`src/rtl/port_pkg.sv`:
```
// Shared constants for the multi-mode port: register offsets and widths.
// Assumes an 8-bit register bus with a 3-bit byte offset.
package port_pkg;
    localparam int OFS_W = 3;
    localparam logic [OFS_W-1:0] OFS_PIN  = 3'd0;
    localparam logic [OFS_W-1:0] OFS_FSEL = 3'd2;
    localparam logic [OFS_W-1:0] OFS_VAL  = 3'd4;
    localparam logic [OFS_W-1:0] OFS_DIR  = 3'd6;

    typedef enum logic [1:0] {
        PM_GPIO  = 2'd0,
        PM_LOGIC = 2'd1,
        PM_ADDR  = 2'd2
    } pin_mode_e;
endpackage

```
`src/rtl/port_sync.sv`:
```
// Two-stage synchronizer for the pin levels.
// Assumes pad levels may change at any time relative to clk.
module port_sync #(
    parameter int W = 8
) (
    input  logic         clk,
    input  logic         rst_n,
    input  logic [W-1:0] d_i,
    output logic [W-1:0] q_o
);
    logic [W-1:0] stage1, stage2;

    // Shift the pin levels through two flops
    always_ff @(posedge clk) begin
        if (!rst_n) begin
            stage1 <= '0;
            stage2 <= '0;
        end else begin
            stage1 <= d_i;
            stage2 <= stage1;
        end
    end

    assign q_o = stage2;
endmodule

```
`src/rtl/port_regs.sv`:
```
// Register window: function select, output value and direction registers, plus the
// read mux that includes the synchronized pin level. Without HAS_CTRL, the
// function select register is absent and reads as zero.
module port_regs
    import port_pkg::*;
#(
    parameter int W        = 8,
    parameter bit HAS_CTRL = 1'b1
) (
    input  logic             clk,
    input  logic             rst_n,
    input  logic             cs_i,
    input  logic             wr_i,
    input  logic [OFS_W-1:0] addr_i,
    input  logic [W-1:0]     wdata_i,
    input  logic [W-1:0]     pin_lvl_i,
    output logic [W-1:0]     fsel_o,
    output logic [W-1:0]     val_o,
    output logic [W-1:0]     dir_o,
    output logic [W-1:0]     rdata_o
);
    logic wr_en;
    logic [W-1:0] val_q, dir_q;

    assign wr_en = cs_i && wr_i;

    // Output value and direction registers
    always_ff @(posedge clk) begin
        if (!rst_n) begin
            val_q <= '0;
            dir_q <= '0;
        end else if (wr_en) begin
            if (addr_i == OFS_VAL) val_q <= wdata_i;
            if (addr_i == OFS_DIR) dir_q <= wdata_i;
        end
    end

    generate
        if (HAS_CTRL) begin : g_fsel
            logic [W-1:0] fsel_q;
            // Function select register
            always_ff @(posedge clk) begin
                if (!rst_n)                              fsel_q <= '0;
                else if (wr_en && addr_i == OFS_FSEL)    fsel_q <= wdata_i;
            end
            assign fsel_o = fsel_q;
        end else begin : g_nofsel
            assign fsel_o = '0;
        end
    endgenerate

    assign val_o = val_q;
    assign dir_o = dir_q;

    // Read mux over the register window
    always_comb begin
        rdata_o = '0;
        if (cs_i) begin
            case (addr_i)
                OFS_PIN:  rdata_o = pin_lvl_i;
                OFS_FSEL: rdata_o = fsel_o;
                OFS_VAL:  rdata_o = val_q;
                OFS_DIR:  rdata_o = dir_q;
                default:  rdata_o = '0;
            endcase
        end
    end

    AST_RESET_CLEAR: assert property (@(posedge clk) disable iff (!rst_n)
        $rose(rst_n) |-> (fsel_o == '0 && val_q == '0 && dir_q == '0));
    AST_PIN_READONLY: assert property (@(posedge clk) disable iff (!rst_n)
        (wr_en && addr_i == OFS_PIN) |=> ($stable(fsel_o) && $stable(val_q) && $stable(dir_q)));
endmodule

```
`src/rtl/port_addr_latch.sv`:
```
// Holds the bus address captured at the end of each address-latch-enable strobe.
// The strobe is sampled on clk. Capture happens at the first edge where it is seen low after high.
module port_addr_latch #(
    parameter int W = 8
) (
    input  logic           clk,
    input  logic           rst_n,
    input  logic           ale_i,
    input  logic [W-1:0]   ad_i,
    input  logic [W-1:0]   ahi_i,
    output logic [2*W-1:0] addr_o
);
    logic           ale_q;
    logic           take;
    logic [2*W-1:0] held_q;

    assign take = ale_q && !ale_i;

    // Track strobe and capture the address on its falling edge
    always_ff @(posedge clk) begin
        if (!rst_n) begin
            ale_q  <= 1'b0;
            held_q <= '0;
        end else begin
            ale_q <= ale_i;
            if (take) held_q <= {ahi_i, ad_i};
        end
    end

    assign addr_o = held_q;

    AST_LATCH_CAPTURE: assert property (@(posedge clk) disable iff (!rst_n)
        take |=> (held_q == $past({ahi_i, ad_i})));
    AST_LATCH_HOLD: assert property (@(posedge clk) disable iff (!rst_n)
        !take |=> $stable(held_q));
endmodule

```
`src/rtl/port_pin_cell.sv`:
```
// Output selection for one pin: general-purpose, logic-array output or address-out.
// IS_LOGIC marks a pin owned by the logic array; without HAS_CTRL such a pin
// is always in logic mode and the others are always general-purpose.
module port_pin_cell
    import port_pkg::*;
#(
    parameter bit HAS_CTRL = 1'b1,
    parameter bit IS_LOGIC = 1'b0
) (
    input  logic fsel_i,
    input  logic dir_i,
    input  logic val_i,
    input  logic oe_term_i,
    input  logic mc_i,
    input  logic abit_i,
    output logic pad_o,
    output logic pad_oe
);
    localparam bit CAN_ADDR = HAS_CTRL && !IS_LOGIC;

    pin_mode_e mode;
    logic      en, v;

    // Decide the pin's function
    always_comb begin
        if (CAN_ADDR && fsel_i)                       mode = PM_ADDR;
        else if (IS_LOGIC && (fsel_i || !HAS_CTRL))   mode = PM_LOGIC;
        else                                          mode = PM_GPIO;
    end

    // Enable and value per function
    always_comb begin
        case (mode)
            PM_ADDR: begin
                en = oe_term_i || (dir_i && fsel_i);
                v  = abit_i;
            end
            PM_LOGIC: begin
                en = dir_i && oe_term_i;
                v  = mc_i;
            end
            default: begin
                en = dir_i || oe_term_i;
                v  = val_i;
            end
        endcase
    end

    assign pad_oe = en;
    assign pad_o  = en & v;
endmodule

```
`src/rtl/multi_mode_port.sv`:
```
// Multi-mode I/O port top: register window, address latch, pin synchronizer and
// one output-selection cell per pin. MUX_BUS=0 forces the low address byte.
module multi_mode_port
    import port_pkg::*;
#(
    parameter int           W          = 8,
    parameter bit           HAS_CTRL   = 1'b1,
    parameter logic [W-1:0] LOGIC_MASK = 8'h0F,
    parameter bit           ADDR_HIGH  = 1'b0,
    parameter bit           MUX_BUS    = 1'b1
) (
    input  logic             clk,
    input  logic             rst_n,
    input  logic             cs_i,
    input  logic             wr_i,
    input  logic [OFS_W-1:0] addr_i,
    input  logic [W-1:0]     wdata_i,
    output logic [W-1:0]     rdata_o,
    input  logic             ale_i,
    input  logic [W-1:0]     ad_i,
    input  logic [W-1:0]     ahi_i,
    input  logic [W-1:0]     oe_term_i,
    input  logic [W-1:0]     mc_i,
    input  logic [W-1:0]     pad_i,
    output logic [W-1:0]     pad_o_o,
    output logic [W-1:0]     pad_oe_o
);
    localparam bit USE_HIGH = ADDR_HIGH && MUX_BUS;

    logic [W-1:0]   pin_lvl, fsel, val, dir, abyte;
    logic [2*W-1:0] held_addr;

    port_sync #(.W(W)) u_sync (
        .clk(clk), .rst_n(rst_n), .d_i(pad_i), .q_o(pin_lvl)
    );

    port_regs #(.W(W), .HAS_CTRL(HAS_CTRL)) u_regs (
        .clk(clk), .rst_n(rst_n), .cs_i(cs_i), .wr_i(wr_i), .addr_i(addr_i),
        .wdata_i(wdata_i), .pin_lvl_i(pin_lvl), .fsel_o(fsel), .val_o(val),
        .dir_o(dir), .rdata_o(rdata_o)
    );

    port_addr_latch #(.W(W)) u_alat (
        .clk(clk), .rst_n(rst_n), .ale_i(ale_i), .ad_i(ad_i), .ahi_i(ahi_i),
        .addr_o(held_addr)
    );

    generate
        if (USE_HIGH) begin : g_hi
            assign abyte = held_addr[2*W-1:W];
        end else begin : g_lo
            assign abyte = held_addr[W-1:0];
        end

        for (genvar i = 0; i < W; i++) begin : g_pin
            port_pin_cell #(.HAS_CTRL(HAS_CTRL), .IS_LOGIC(LOGIC_MASK[i])) u_cell (
                .fsel_i(fsel[i]), .dir_i(dir[i]), .val_i(val[i]),
                .oe_term_i(oe_term_i[i]), .mc_i(mc_i[i]), .abit_i(abyte[i]),
                .pad_o(pad_o_o[i]), .pad_oe(pad_oe_o[i])
            );
        end
    endgenerate

    logic [W-1:0] gpio_pins;
    assign gpio_pins = HAS_CTRL ? ~fsel : ~LOGIC_MASK;

    AST_QUIET_PIN: assert property (@(posedge clk) disable iff (!rst_n)
        (pad_o_o & ~pad_oe_o) == '0);
    AST_GPIO_DRIVE: assert property (@(posedge clk) disable iff (!rst_n)
        ((pad_o_o ^ val) & pad_oe_o & gpio_pins) == '0);
    AST_GPIO_ENABLE: assert property (@(posedge clk) disable iff (!rst_n)
        ((pad_oe_o ^ (dir | oe_term_i)) & gpio_pins) == '0);
endmodule

```
`config.mk`:
```
export PLATFORM = sky130hd
export DESIGN_NAME = multi_mode_port
export DESIGN_NICKNAME = d
export VERILOG_FILES = /design/src/rtl/port_pkg.sv /design/src/rtl/port_sync.sv /design/src/rtl/port_regs.sv /design/src/rtl/port_addr_latch.sv /design/src/rtl/port_pin_cell.sv /design/src/rtl/multi_mode_port.sv
export SDC_FILE = /design/constraint.sdc
export NUM_CORES = 1
export LEC_CHECK = 0
export ABC_AREA = 1
export BUFFER_PORTS_ARGS = -buffer_cell sky130_fd_sc_hd__buf_2
export CORE_ASPECT_RATIO = 0.7
export CORE_MARGIN = 2
export CORE_UTILIZATION = 53
export CTS_CLUSTER_DIAMETER = 40
export DETAILED_ROUTE_END_ITERATION = 10
export HOLD_SLACK_MARGIN = 0.03
export PLACE_DENSITY = 0.8
export SLEW_MARGIN = 25
export SYNTH_ARGS = -nofsm -noshare
export SYNTH_HDL_FRONTEND = slang
export SYNTH_HIERARCHICAL = 1
export SYNTH_SLANG_ARGS = --single-unit
```
`constraint.sdc`:
```
create_clock -name clk -period 1.3 [get_ports clk]
set_clock_uncertainty 0.1 [all_clocks]
set_input_delay 0.065 -clock clk [delete_from_list [all_inputs] [get_ports clk]]
set_output_delay 0.065 -clock clk [all_outputs]
set_load 0.02 [all_outputs]
```
=== After elaboration in Yosys (flattened, before gate mapping) ===
Cells that the tools add are included.

* Bitwise logic cells: 8
* Equal/unequal tests: 19
* Reduce and logical (&&, ||, !) cells: 39
* Multiplexer cells: 26

{| class="wikitable"
|+ Operator list
! operator !! count
|-
| 1-bit case mux with 2 select lines || 16
|-
| 8-bit case mux with 4 select lines || 1
|-
| 1-bit logical AND || 19
|-
| 2-bit by 1-bit equality test with 1-bit output, second input constant || 8
|-
| 2-bit equality test, second input constant || 8
|-
| 1-bit logical OR || 16
|-
| 1-bit AND || 8
|-
| 2-bit 2-to-1 mux || 4
|-
| 8-bit 2-to-1 mux || 1
|-
| 3-bit equality test, second input constant || 2
|-
| 1-bit 2-to-1 mux || 4
|-
| 2-bit AND reduction || 2
|-
| 3-bit by 2-bit equality test with 1-bit output, second input constant || 1
|-
| 3-bit logical NOT || 1
|-
| 1-bit logical NOT || 1
|}

* Bits of input ports: 56
* Register bits after elaboration: 49
* Word-level logic and storage cells: 99

=== Depth between registers and ports, before layout ===
Gate-level depths: netlist (run 1).

* Depth after elaboration: 4
* Mapped depth: 7

=== Cells and area by module ===
Netlist (run 1), hierarchy kept.

{| class="wikitable"
|+ Modules (own cells, without submodules)
! module !! times used !! area an instance (um2) !! cells an instance
|-
| port_regs || 1 || 1402.6 || 223
|-
| port_addr_latch || 1 || 732.0 || 108
|-
| port_sync || 1 || 484.2 || 50
|-
| port_pin_cell (g_pin[0].u_cell ...) || 4 || 48.8 || 13
|-
| port_pin_cell (g_pin[4].u_cell ...) || 4 || 37.5 || 8
|}

=== Least setup slack after synthesis (run 1) ===
Ideal clock, no wire load.

* Path type: input to output
* Start point: in addr_i[1]
* End point: out rdata_o[0]
* Data arrival time: 945 ps
* Cell stages on the path: 7
* Required time: 1135 ps
* Path slack: 190 ps
* Cell sequence: buf_6 nor2_8 buf_4 nand3_1 nand2_1 nor2_1 nor2_1

* Longest elaborated chain between the ends: 3
* Elaborated cells on any way between the ends: 6
* Classes of those cells: eq/ne (3); mux (2); reduce/logical (1)

{| class="wikitable"
|+ Ends and longest elaborated chain
! what !! RTL line !! text
|-
| start: declaration || multi_mode_port.sv:16 || <nowiki>input logic [OFS_W-1:0] addr_i,</nowiki>
|-
| 3-bit equality test, or another cell as far along || port_regs.sv:59 || <nowiki>case (addr_i)</nowiki>
|-
| 8-bit case mux with 4 select lines * || port_regs.sv:59 ||
|-
| 8-bit 2-to-1 mux * || port_regs.sv:58 || <nowiki>if (cs_i) begin</nowiki>
|-
| end: declaration || multi_mode_port.sv:18 || <nowiki>output logic [W-1:0] rdata_o,</nowiki>
|}

Mark *: on every way between the ends. The rest lies on a longest branch, timed or not.

=== Final worst setup path (run 1) ===
* Start point: reg u_regs.dir_q[1] (netlist: u_regs/dir_o[1])
* End point: out rdata_o[1]

* Longest elaborated chain between the ends: 2

{| class="wikitable"
|+ Ends and longest elaborated chain
! what !! RTL line !! text
|-
| start: declaration || port_regs.sv:23 || <nowiki>logic [W-1:0] val_q, dir_q;</nowiki>
|-
| start signal: assignment || port_regs.sv:34 || <nowiki>if (addr_i == OFS_DIR) dir_q <= wdata_i;</nowiki>
|-
| 8-bit case mux with 4 select lines || port_regs.sv:59 ||
|-
| 8-bit 2-to-1 mux || port_regs.sv:58 ||
|}

Every way passes these cells.

==> results by stage, run 1 <==
Outcome:
- The run finished, with violations left.
- The checks that failed: negative setup slack.

Clock network:
- The clock reaches the later pin of the worst-skew pair after roughly 0.29 ns.
- The cell sitting at the root of the clock tree is a clkbuf_8.
- Clock tree synthesis found a total of 45 sinks.
- The maximum level of the CTS H-tree is 2.
- The TritonCTS buffer count is 5.
- The clock slew seen by the registers of the worst setup and hold paths is 0.07 ns.
- The CTS tree is yes.
- The maximum root-to-sink buffer count is 2.

Logic synthesis:
- The summed instance area of the synthesized netlist is roughly 0.0025 mm^2.
- The net count after synthesis is 449.
- The total number of yosys warnings is 6.
- The average instance in the mapped netlist occupies 6.320 um^2.
- The number of instances in the synthesized netlist is between 300 and 400.

Die:
- The vertical die dimension is between 60 and 70 um.
- The die covers 0.005259 mm^2.
- The core region is 0.004429 mm^2.
- The initial utilization of the core area, before any placement, comes to 56.07%.
- Pin placement for this block handled 80 I/O pins.
- The horizontal die dimension is 85.82 um.
- Row generation in the floorplan step produced 20 rows.

Run:
- The max-cap check violation count is 0.

STA:
- The final count of negative-setup-slack endpoints is 2.
- The count of final hold-check violations is 0.
- The post-route clock period utilization is 102.1%.
- The worst setup margin is -0.02693 ns.
- After layout, the minimum clock period comes to 1.327 ns.
- Setup repair after global routing could not meet its margin everywhere.
- The final hold slack is between 0.1 and 0.15 ns.
- The final max-slew violation count is 0.
- The worst pin sits at a relative slew slack of 71.77%.
- The highest clock rate is 0.7536 GHz.
- At the pin with the least slew margin, the transition time is 0.4225 ns.

Global routing:
- The number of global-route vias before repair is 2,304.
- Entering global routing, the biggest net connects 46 pins.
- The first global-routing pass estimated 9535 um of wire.
- The number of antenna violations at the first check in global routing is 0.
- The global-route total usage across every layer is between 20% and 30%.
- The total overflow left after global routing is 0.

Routing:
- Using the TritonRoute via totals, the vias-per-cell ratio works out to 4.769.
- After detailed routing, the number of remaining DRC violations is 0.
- The via count is about 2.6k.
- Dividing the detail-routed wire length by the instance count gives 11.20 um.
- For this block, the routed nets add up to 6004 um of wire.
- The violation count after the first detailed-routing iteration is 159.
- Once detail routing completed, the nets flagged for antenna violations numbered 0.
- For this run, the detailed router's first-pass iteration total came to 6.

Critical path:
- The nature of the critical path startpoint is a flip-flop.
- The critical path data required time is 1.13 ns.
- Along the worst path, the maximum fanout reaches 4.
- The critical path is of the flip-flop to output pin type.
- STA classifies the critical path endpoint as an output pin.
- The endpoint arrival time on the critical path is 1.16 ns.

Placement:
- The post-DP HPWL is between 3000 and 4000 um.
- Port buffering added 63 buffers.
- The placed standard-cell area is ~0.0028 mm^2.
- At the end of routability-driven placement, the weighted congestion stood at 0.8087.

Power and ir drop:
- Overall power consumption after layout is estimated at 0.002770 W.
- For this design the ratio of total power to cell area is 850.0 mW/mm^2.
- The static leakage is 1.800 nW.
- The maximum resistive drop on vdd is roughly 0.00059 V.

Layout:
- Fill cells in the final layout number ~350.
- After routing the design area is 0.003259 mm^2.
- 0 antenna diodes ended up in the layout.
- From synthesis to final layout, the design area changed by 31.23%.
- Of the cells placed in the final design, the portion with a size suffix greater than 1 is between 30 and 40%.
- The net total in the final layout is 537.

Hold path:
- In this run the worst hold path is classified as primary input to flip-flop.
-- critical path, cell delays in order, from the launching register on --
cell     delay (ns)
dfxtp_4        0.37
nand4_1        0.09
nand2_1        0.10
nor2_1         0.05
nor2_1         0.11
buf_4          0.16
-- power by group --
| part | switching (W) | leakage (nW) | internal (W) | total, W |
|---|---|---|---|---|
| Combinational | 0.000271 | 1.37 | 0.000205 | 0.000476 |
| Sequential | 0.0000279 | 0.381 | 0.00142 | 0.00145 |
| Clock | 0.000427 | 0.0443 | 0.000422 | 0.000849 |
| Total | 0.000726 | 1.80 | 0.00204 | 0.00277 |
-- what timing repair did --
| item | in CTS | in global routing |
|---|---|---|
| endpoints found under the setup margin | 9 | 14 |
| hold buffers | 21 | 0 |
| endpoints found under the hold margin | 34 | 0 |
| pin swaps | 10 | 18 |
| gates resized for setup | 23 | 32 |
| buffers inserted | 4 | 3 |
-- metrics by stage --
step                cells  TNS (ns)  worst slack (ns)  util (%)
floorplan             393         0            0.1899         -
global placement      501         0           0.06258     63.02
detailed placement    501         0           0.04606     63.02
CTS                   533  -0.03182          -0.01833     71.21
global route          536   -0.5336          -0.08689     73.59
finish                536  -0.05138          -0.02693     73.59
-- flip-flops by register name (all words and copies together), names as in the netlist --
register	count
u_alat/addr_o	4
u_alat/ale_q	1
u_regs/dir_o	8
u_regs/fsel_o	8
u_regs/val_o	8
u_sync/q_o	8
u_sync/stage1	8
-- layer usage --
| layer | vias to the layer above | share of wire, % | track usage (%) |
|---|---|---|---|
| met2 | 92 | 49 | 44.53 |
| li1 | 1338 | - | - |
| met3 | 8 | 6.6 | 4.021 |
| met4 | 0 | 0.92 | 6.803 |
| met1 | 1118 | 43 | 27.15 |
| met5 | - | 0 | 0 |
-- layout make-up --
cell class	count	area [um^2]	share of cell area, %
Multi-Input combinational cell	254	1167	35.82
Tap cell	55	68.82	2.111
Timing Repair Buffer	100	706.9	21.69
Sequential cell	45	945.9	29.02
Clock buffer	7	86.33	2.649
Inverter	75	284.0	8.714
-- worst paths after layout --
kind,cells after the start,slack (ns),end,from
setup / recovery,5,-0.03,rdata_o[1],u_regs/dir_o[1]
hold / removal,4,0.10,u_sync/stage1[4],rst_n
setup reg to reg,4,0.37,u_alat/addr_o[7],u_alat/ale_q
hold reg to reg,2,0.31,u_sync/q_o[4],u_sync/stage1[4]
-- cells in the final DEF (no fill, tap or decap) --
master         instances
nand2_1               95
nor2_1                85
inv_1                 71
buf_2                 48
buf_4                 27
nand3_1               26
dlygate4sd3_1         21
dfxtp_1               21
dfxtp_2               18
nand2_2               16
nand4_1               16
nor2_2                 7
clkbuf_8               6
dfxtp_4                6
nor2_4                 3
buf_6                  3
inv_2                  3
nand3_2                3
clkbuf_1               1
buf_12                 1
nor2_8                 1
inv_4                  1
nor3_4                 1
nand3_4                1
Note: power is estimated with default switching activity, not from simulation.
==> run 2, diff against run 1 <==
Settings changed: CAP_MARGIN from default to 20, CTS_CLUSTER_DIAMETER 40 to 150, PLACE_DENSITY 0.8 to 0.87.
==> run 2 against run 1 <==
The run ends with design-rule violations, negative setup slack left. Critical path depth unchanged. First-iteration DRC count decreased by 7.5%. Utilization increased by 0.085 points. Wire length increased by 2.6%. Sequential cell count unchanged. Largest cell class unchanged. Largest power group unchanged. Hold slack got worse by 0.017 ns. Combinational power increased by 2%. Register-to-register slack about the same.
==> results by stage, run 2 (synthesis results as in run 1) <==
Outcome:
- The run finished, with violations left.
- The checks that failed: design-rule violations, negative setup slack.

Global routing:
- The overall overflow remaining after global route is 0.
- The number of antenna violations at the first check in global routing is 0.
- The wire length of the first global-routing pass is 10,210 um.
- The maximum number of pins on one net before global-route repair is 46.
- The fraction of met1 tracks used by global routing is 30.72%.
- In the global route stage, overall resource usage came out at 25.15%.
- In the global route stage, met3 resource usage came out at 5.496%.
- The number of global-route vias before repair is between 2k and 2.5k.
- The layer flagged by global routing as most heavily used is met2.
- Global routing consumed, on the met2 layer, roughly 44% of the routing resources.

Clock network:
- The insertion delay of the later-clocked pin in the worst-skew pair is 0.31 ns.
- The CTS tree is yes.
- The maximum level of the CTS H-tree is 2.
- The clock tree root buffer cell is clkbuf_8.
- The TritonCTS buffer count is 5.
- The maximum root-to-sink buffer count is 2.
- The clock net in this run drives a total of 45 sinks.
- Clock-pin slew was measured on the worst setup and hold paths at approximately 0.090 ns.

Layout:
- The library cells used most frequently in the layout, excluding fill and tap cells, are 93 x nand2_1, 86 x nor2_1, 70 x inv_1.
- The net total in the final layout is 536.
- The number of antenna diodes in the final layout is 0.
- The sequential standard cell area is ~940 um^2.
- The post-route netlist has 30.35% of its cells at a drive strength greater than 1.
- The area added between synthesis and finish is 31.39%.
- The library cell used most frequently in the layout, excluding fill and tap cells, is nand2_1.
- After filler insertion, the fill cell instance count of the layout stands at 335.
- The total area of multi-input combinational cells is 0.001160 mm^2.

Die:
- For this configuration, the core starts out at a cell density of 56.07%.
- During I/O placement, the number of pins put on the boundary was 80.
- The floorplan has 20 rows.
- The floorplan step defined a core boundary enclosing 0.004429 mm^2.
- The total die area is 0.005259 mm^2.
- The die is 85.82 um wide.
- The die is 61.28 um tall.

Power and ir drop:
- The proportion of power drawn by combinational gates is 17.2%.
- The design internal power is 0.002010 W.
- The power spent charging and discharging nets is ~0.00081 W.
- Per report_power, the clock group accounts for a little under a third of the total.
- The maximum resistive drop on vdd is 0.0006799 V.
- In this run the static leakage power is approximately 1.8 nW.
- For this design the ratio of total power to cell area is 863.9 mW/mm^2.
- Sequential cells account for ~50% of the total power.
- The switching part of the total power is 28.70%.

Routing:
- The number of antenna-violating nets in the routed design is 0.
- Before antenna repair, the detailed router went through 7 iterations.
- For this block, the routed nets add up to 6160 um of wire.
- The violation count after the first detailed-routing iteration is 147.
- In the routed design, unresolved DRC markers number 3.
- The routed layout has roughly 2.6k vias.
- After detailed routing, the average wire length per cell comes to around 11 um.
- After detailed routing, the number of vias per cell comes to between 4 and 5.

STA:
- For the finished layout, the period the worst path requires is about 1.3 ns.
- Setup repair after global routing could not meet its margin everywhere.
- Setup violations remaining at the end of the flow were counted as 5.
- After layout, the worst setup slack is -0.04456 ns.
- The worst path uses 103.4% of the clock period.
- The highest clock rate is 0.7437 GHz.
- The worst pin sits at a relative slew slack of between 70% and 80%.
- The count of final hold-check violations is 0.
- The slew at the pin with the worst max-slew slack is 0.4312 ns.
- The setup TNS after final layout is -0.09928 ns.
- The final max-slew violation count was 0.

Critical path:
- STA puts the critical path data arrival time at about 1.2 ns.
- The worst setup path is captured at an output pin.
- The critical path data required time is 1.13 ns.
- The critical path in this run is classified as flip-flop to output pin.
- The largest fanout on the critical path is 5.
- The nature of the critical path startpoint is a flip-flop.

Placement:
- During placement, the flow inserted port buffers numbering 63.
- OpenSTA, run right after detailed placement, puts the worst setup slack at ~0.0028 ns.
- The wire-length estimate of the detail-placed layout is 4076 um.
- Routability-driven placement finished with a final weighted congestion of 0.8440.

Hold path:
- The min-delay analysis places its worst path in the category primary input to flip-flop.

Run:
- Max-cap violations in this run came to 0.
run 2: cell count changes in the layout (fill, tap and decap cells not counted), sizes merged:
cell / delta
clkbuf: -2
buf: -1
clkinvlp: +1
clkinv: +1
inv: +1
run 2: final timing paths:
path | from | endpoint | slack, ns | cells past startpoint
worst max-delay path | u_regs/fsel_o[0] | rdata_o[0] | -0.04 | 5
worst min-delay path | rst_n | u_sync/stage1[4] | 0.09 | 4
worst max register to register | u_alat/ale_q | u_alat/addr_o[5] | 0.38 | 4
worst min register to register | u_sync/stage1[3] | u_sync/q_o[3] | 0.33 | 2
run 2: layout make-up:
class                           count  area share (%)
Inverter                           75           8.704
Sequential cell                    45           28.91
Tap cell                           55           2.109
Clock inverter                      3          0.6518
Multi-Input combinational cell    254           35.54
Timing Repair Buffer               99           21.97
Clock buffer                        5           2.109
run 2: through the flow:
stage | power (W) | util [%] | instances | cell area (um^2) | hold slack (ns)
3_3_place_gp | 0.001881 | 63.47 | 502 | 2811 | 0.1416
4_1_cts | 0.002818 | 71.92 | 534 | 3186 | 0.08335
5_1_grt | 0.002952 | 73.67 | 536 | 3263 | 0.09859
6_report | 0.002819 | 73.67 | 536 | 3263 | 0.08653
3_5_place_dp | 0.001897 | 63.47 | 502 | 2811 | 0.1510
2_1_floorplan | 0.001756 | - | 393 | 2484 | 0.05697
run 2: power groups by stage:
stage	logic (W)	registers, W	clock network, W
6_report	0.000485	0.00145	0.000886
5_1_grt	0.000535	0.00145	0.000962
4_1_cts	0.000466	0.00145	0.000900
3_5_place_dp	0.000411	0.00149	0
3_3_place_gp	0.000397	0.00148	0
2_1_floorplan	0.000280	0.00148	0
run 2: critical path: stages (launching register included):
cell     delay [ns]
dfxtp_4        0.38
nand4_1        0.09
nand2_1        0.07
nor2_1         0.04
nor2_1         0.13
buf_4          0.17
run 2: routing by layer:
layer  vias up  share of wire, %  routed length [um]
met2        92                50                3074
met1      1159                41                2548
met5         -                 0                   0
met3         6               7.9                 489
met4         0              0.75                  46
li1       1335                 -                   -
run 2: what timing repair did:
action,4_1_cts,5_1_grt
gates resized for setup,30,25
endpoints found under the hold margin,36,0
pin swaps,2,22
setup buffers,3,2
hold buffers,21,0
setup endpoints to repair,12,15
==> run 3, diff against run 2 <==
Settings changed: CELL_PAD_IN_SITES_DETAIL_PLACEMENT from default to 0, CELL_PAD_IN_SITES_GLOBAL_PLACEMENT from default to 1, CORE_UTILIZATION 53 to 36.
==> run 3 against run 2 <==
The run ends with negative setup slack left. Via count shrank 3.6%. Sequential share of layout area is 1.3 points lower. Non-clock buffer count is 5 higher. Largest cell class unchanged.
==> results by stage, run 3 (synthesis results as in run 1) <==
Critical path:
- The signal on the critical path passes through nand4_1, nand2_1, nor2_1, nor2_1, buf_4.
- Along the worst path, the maximum fanout reaches 2.
- The setup path with the least slack is of type flip-flop to output pin.
- The cell family with the largest share of critical-path delay is simple AND/OR/NAND/NOR gates.
- The setup check on the worst reg-to-reg path leaves a slack of 0.41 ns.
- Counting stages on the worst path, the most repeated cell is nor2_1.
- The endpoint arrival time on the critical path is 1.20 ns.
- The worst path buffer plus inverter count is 1.
- The slowest stage of the critical path belongs to the cell dfxtp_2.
- STA classifies the critical path endpoint as an output pin.
- At the worst endpoint, the required time is 1.13 ns.
- The nature of the critical path startpoint is a flip-flop.
- On the worst path, the slowest cell contributes a delay of between 0.3 and 0.4 ns.

Die:
- The number of standard-cell rows in the floorplan is 25.
- From bottom edge to top edge, the die measures about 73 um.
- In this run the standard cell core region covers a little under 0.007 mm^2.
- The total die area is ~0.0076 mm^2.
- The effective utilization at floorplan is between 30% and 40%.
- Measured along the x axis, the die boundary spans ~100 um.
- The I/O pin count is 80.

Layout:
- The net total in the final layout is about 540.
- The utilization of the core after routing is 50.88%.
- The post-route netlist has 32.72% of its cells at a drive strength greater than 1.
- The final antenna diode count is 0.
- The area added between synthesis and finish is 37.78%.
- The total non-filler cell area in the finished layout is 0.003422 mm^2.
- The library cells used most frequently in the layout, excluding fill and tap cells, are 87 x nand2_1, 86 x nor2_1, 67 x inv_1.
- The most common library cell in the layout ignoring fill and taps is nand2_1.

STA:
- At the pin with the least slew margin, the transition time is 0.4113 ns.
- The post-route clock period utilization is 105.2%.
- The final hold slack is 0.08454 ns.
- For the final routed database, the setup TNS stands at -0.1658 ns.
- The count of final hold-check violations is 0.
- The final max-slew violation count is 0.
- For this run, the top clock speed supported by timing is 0.7312 GHz.
- Measured against its own limit, the worst slew margin works out to 72.55%.
- Across all setup checks in the final design, the least slack found is -0.06766 ns.
- The worst path in the final design needs a cycle of 1.368 ns, including I/O delays and setup.
- The final count of negative-setup-slack endpoints is 3.
- Setup repair after global routing could not meet its margin everywhere.

Clock network:
- The clock passes through at most 2 buffers.
- The TritonCTS buffer count is 5.
- TritonCTS built the clock tree.
- The clock tree root buffer cell is clkbuf_8.
- The maximum level of the CTS H-tree is 2.
- The clock sink count is between 40 and 50.
- The clock reaches the later pin of the worst-skew pair after 0.30 ns.
- The clock slew seen by the registers of the worst setup and hold paths is 0.10 ns.

Power and ir drop:
- Registers are responsible for a little under half of the overall power.
- The power consumption is 0.003065 W.
- In this run, the clock network consumes 36.7% of the power.
- In this run the static leakage power is 1.845 nW.
- Internal power comes to 0.002228 W.
- Per report_power, the combinational group accounts for 16.1% of the total.
- The maximum resistive drop on vdd is about 0.00052 V.
- Power spread over the standard cell area amounts to 895.7 mW/mm^2.
- Of the total power, the share spent switching nets is 27.32%.
- The analysis attributes to net switching a power of 0.0008373 W.

Run:
- The max-cap check violation count is 0.

Routing:
- In the final routed layout, each cell accounts on average for 10.57 um.
- After detailed routing, the number of remaining DRC violations is 0.
- The count of nets left with antenna violations once routing finished came out at 0.
- The first routing iteration left 99 violations.
- The number of iterations in the first detailed-routing pass is 4.
- The routed design has 6129 um of wire.
- After detailed routing, the number of vias per cell comes to 4.309.
- Detailed routing inserted a total of 2,499 vias.

Outcome:
- The final reports fail on negative setup slack.
- The run finished, with violations left.

Global routing:
- The wire length of the first global-routing pass is around 9600 um.
- Global routing used about 16% of the available tracks.
- For this run the aggregate overflow at the end of global routing stands at 0.
- The maximum number of pins on one net before global-route repair is 46.
- The number of global-route vias before repair is ~2.2k.
- The number of antenna violations at the first check in global routing came to 0.

Hold path:
- The tightest min-delay check is of the primary input to flip-flop type.

Placement:
- The congestion estimate from routability-driven global placement came to 0.7795.
- Once placement finished, the instance area stood at 0.002930 mm^2.
- After legalization and detailed placement, the total HPWL measured 4296 um.
- The total of buffers placed on input and output ports is 63.
run 3: timing repair:
action,in CTS,in global routing
endpoints found under the setup margin,12,15
gates resized for setup,27,37
endpoints found under the hold margin,37,0
hold buffers,21,0
buffers inserted,0,4
pin swaps,9,38
run 3: worst paths after layout:
| kind | endpoint | from | cells past startpoint |
|---|---|---|---|
| worst max-delay path | rdata_o[6] | u_regs/dir_o[6] | 5 |
| worst min-delay path | u_sync/stage1[3] | rst_n | 4 |
| worst max register to register | u_alat/addr_o[7] | u_alat/ale_q | 4 |
| worst min register to register | u_sync/q_o[4] | u_sync/stage1[4] | 2 |
run 3: worst min-delay path, cell delays in order:
cell	delay (ns)
buf_2	0.11
buf_12	0.18
nand2_2	0.06
inv_1	0.03
run 3: per-stage QoR:
stage / worst slack (ns) / cells
5_1_grt: -0.1421 / 580
6_report: -0.06766 / 580
4_1_cts: -0.06670 / 576
2_1_floorplan: 0.1899 / 393
3_5_place_dp: 0.06967 / 547
3_3_place_gp: 0.08264 / 547
run 3: layout make-up:
cell class | count | area [um^2]
Clock buffer | 5 | 68.82
Clock inverter | 3 | 50.05
Fill cell | 694 | 3303
Inverter | 75 | 284.0
Multi-Input combinational cell | 254 | 1180
Sequential cell | 45 | 945.9
Tap cell | 94 | 117.6
Timing Repair Buffer | 104 | 775.7
run 3: power by group through the flow:
stage	Sequential [W]	Clock [W]	Combinational (W)
global route	0.00145	0.00122	0.000549
global placement	0.00149	0	0.000421
finish	0.00145	0.00113	0.000493
detailed placement	0.00149	0	0.000425
CTS	0.00146	0.00116	0.000477
floorplan	0.00148	0	0.000280
run 3: layer usage:
| layer | vias to the layer above | track usage, % | part of all wire [%] |
|---|---|---|---|
| li1 | 1349 | - | - |
| met1 | 1103 | 21.75 | 49 |
| met2 | 45 | 26.84 | 46 |
| met3 | 2 | 4.091 | 4.8 |
| met4 | 0 | 3.509 | 0.62 |
| met5 | - | 0 | 0 |
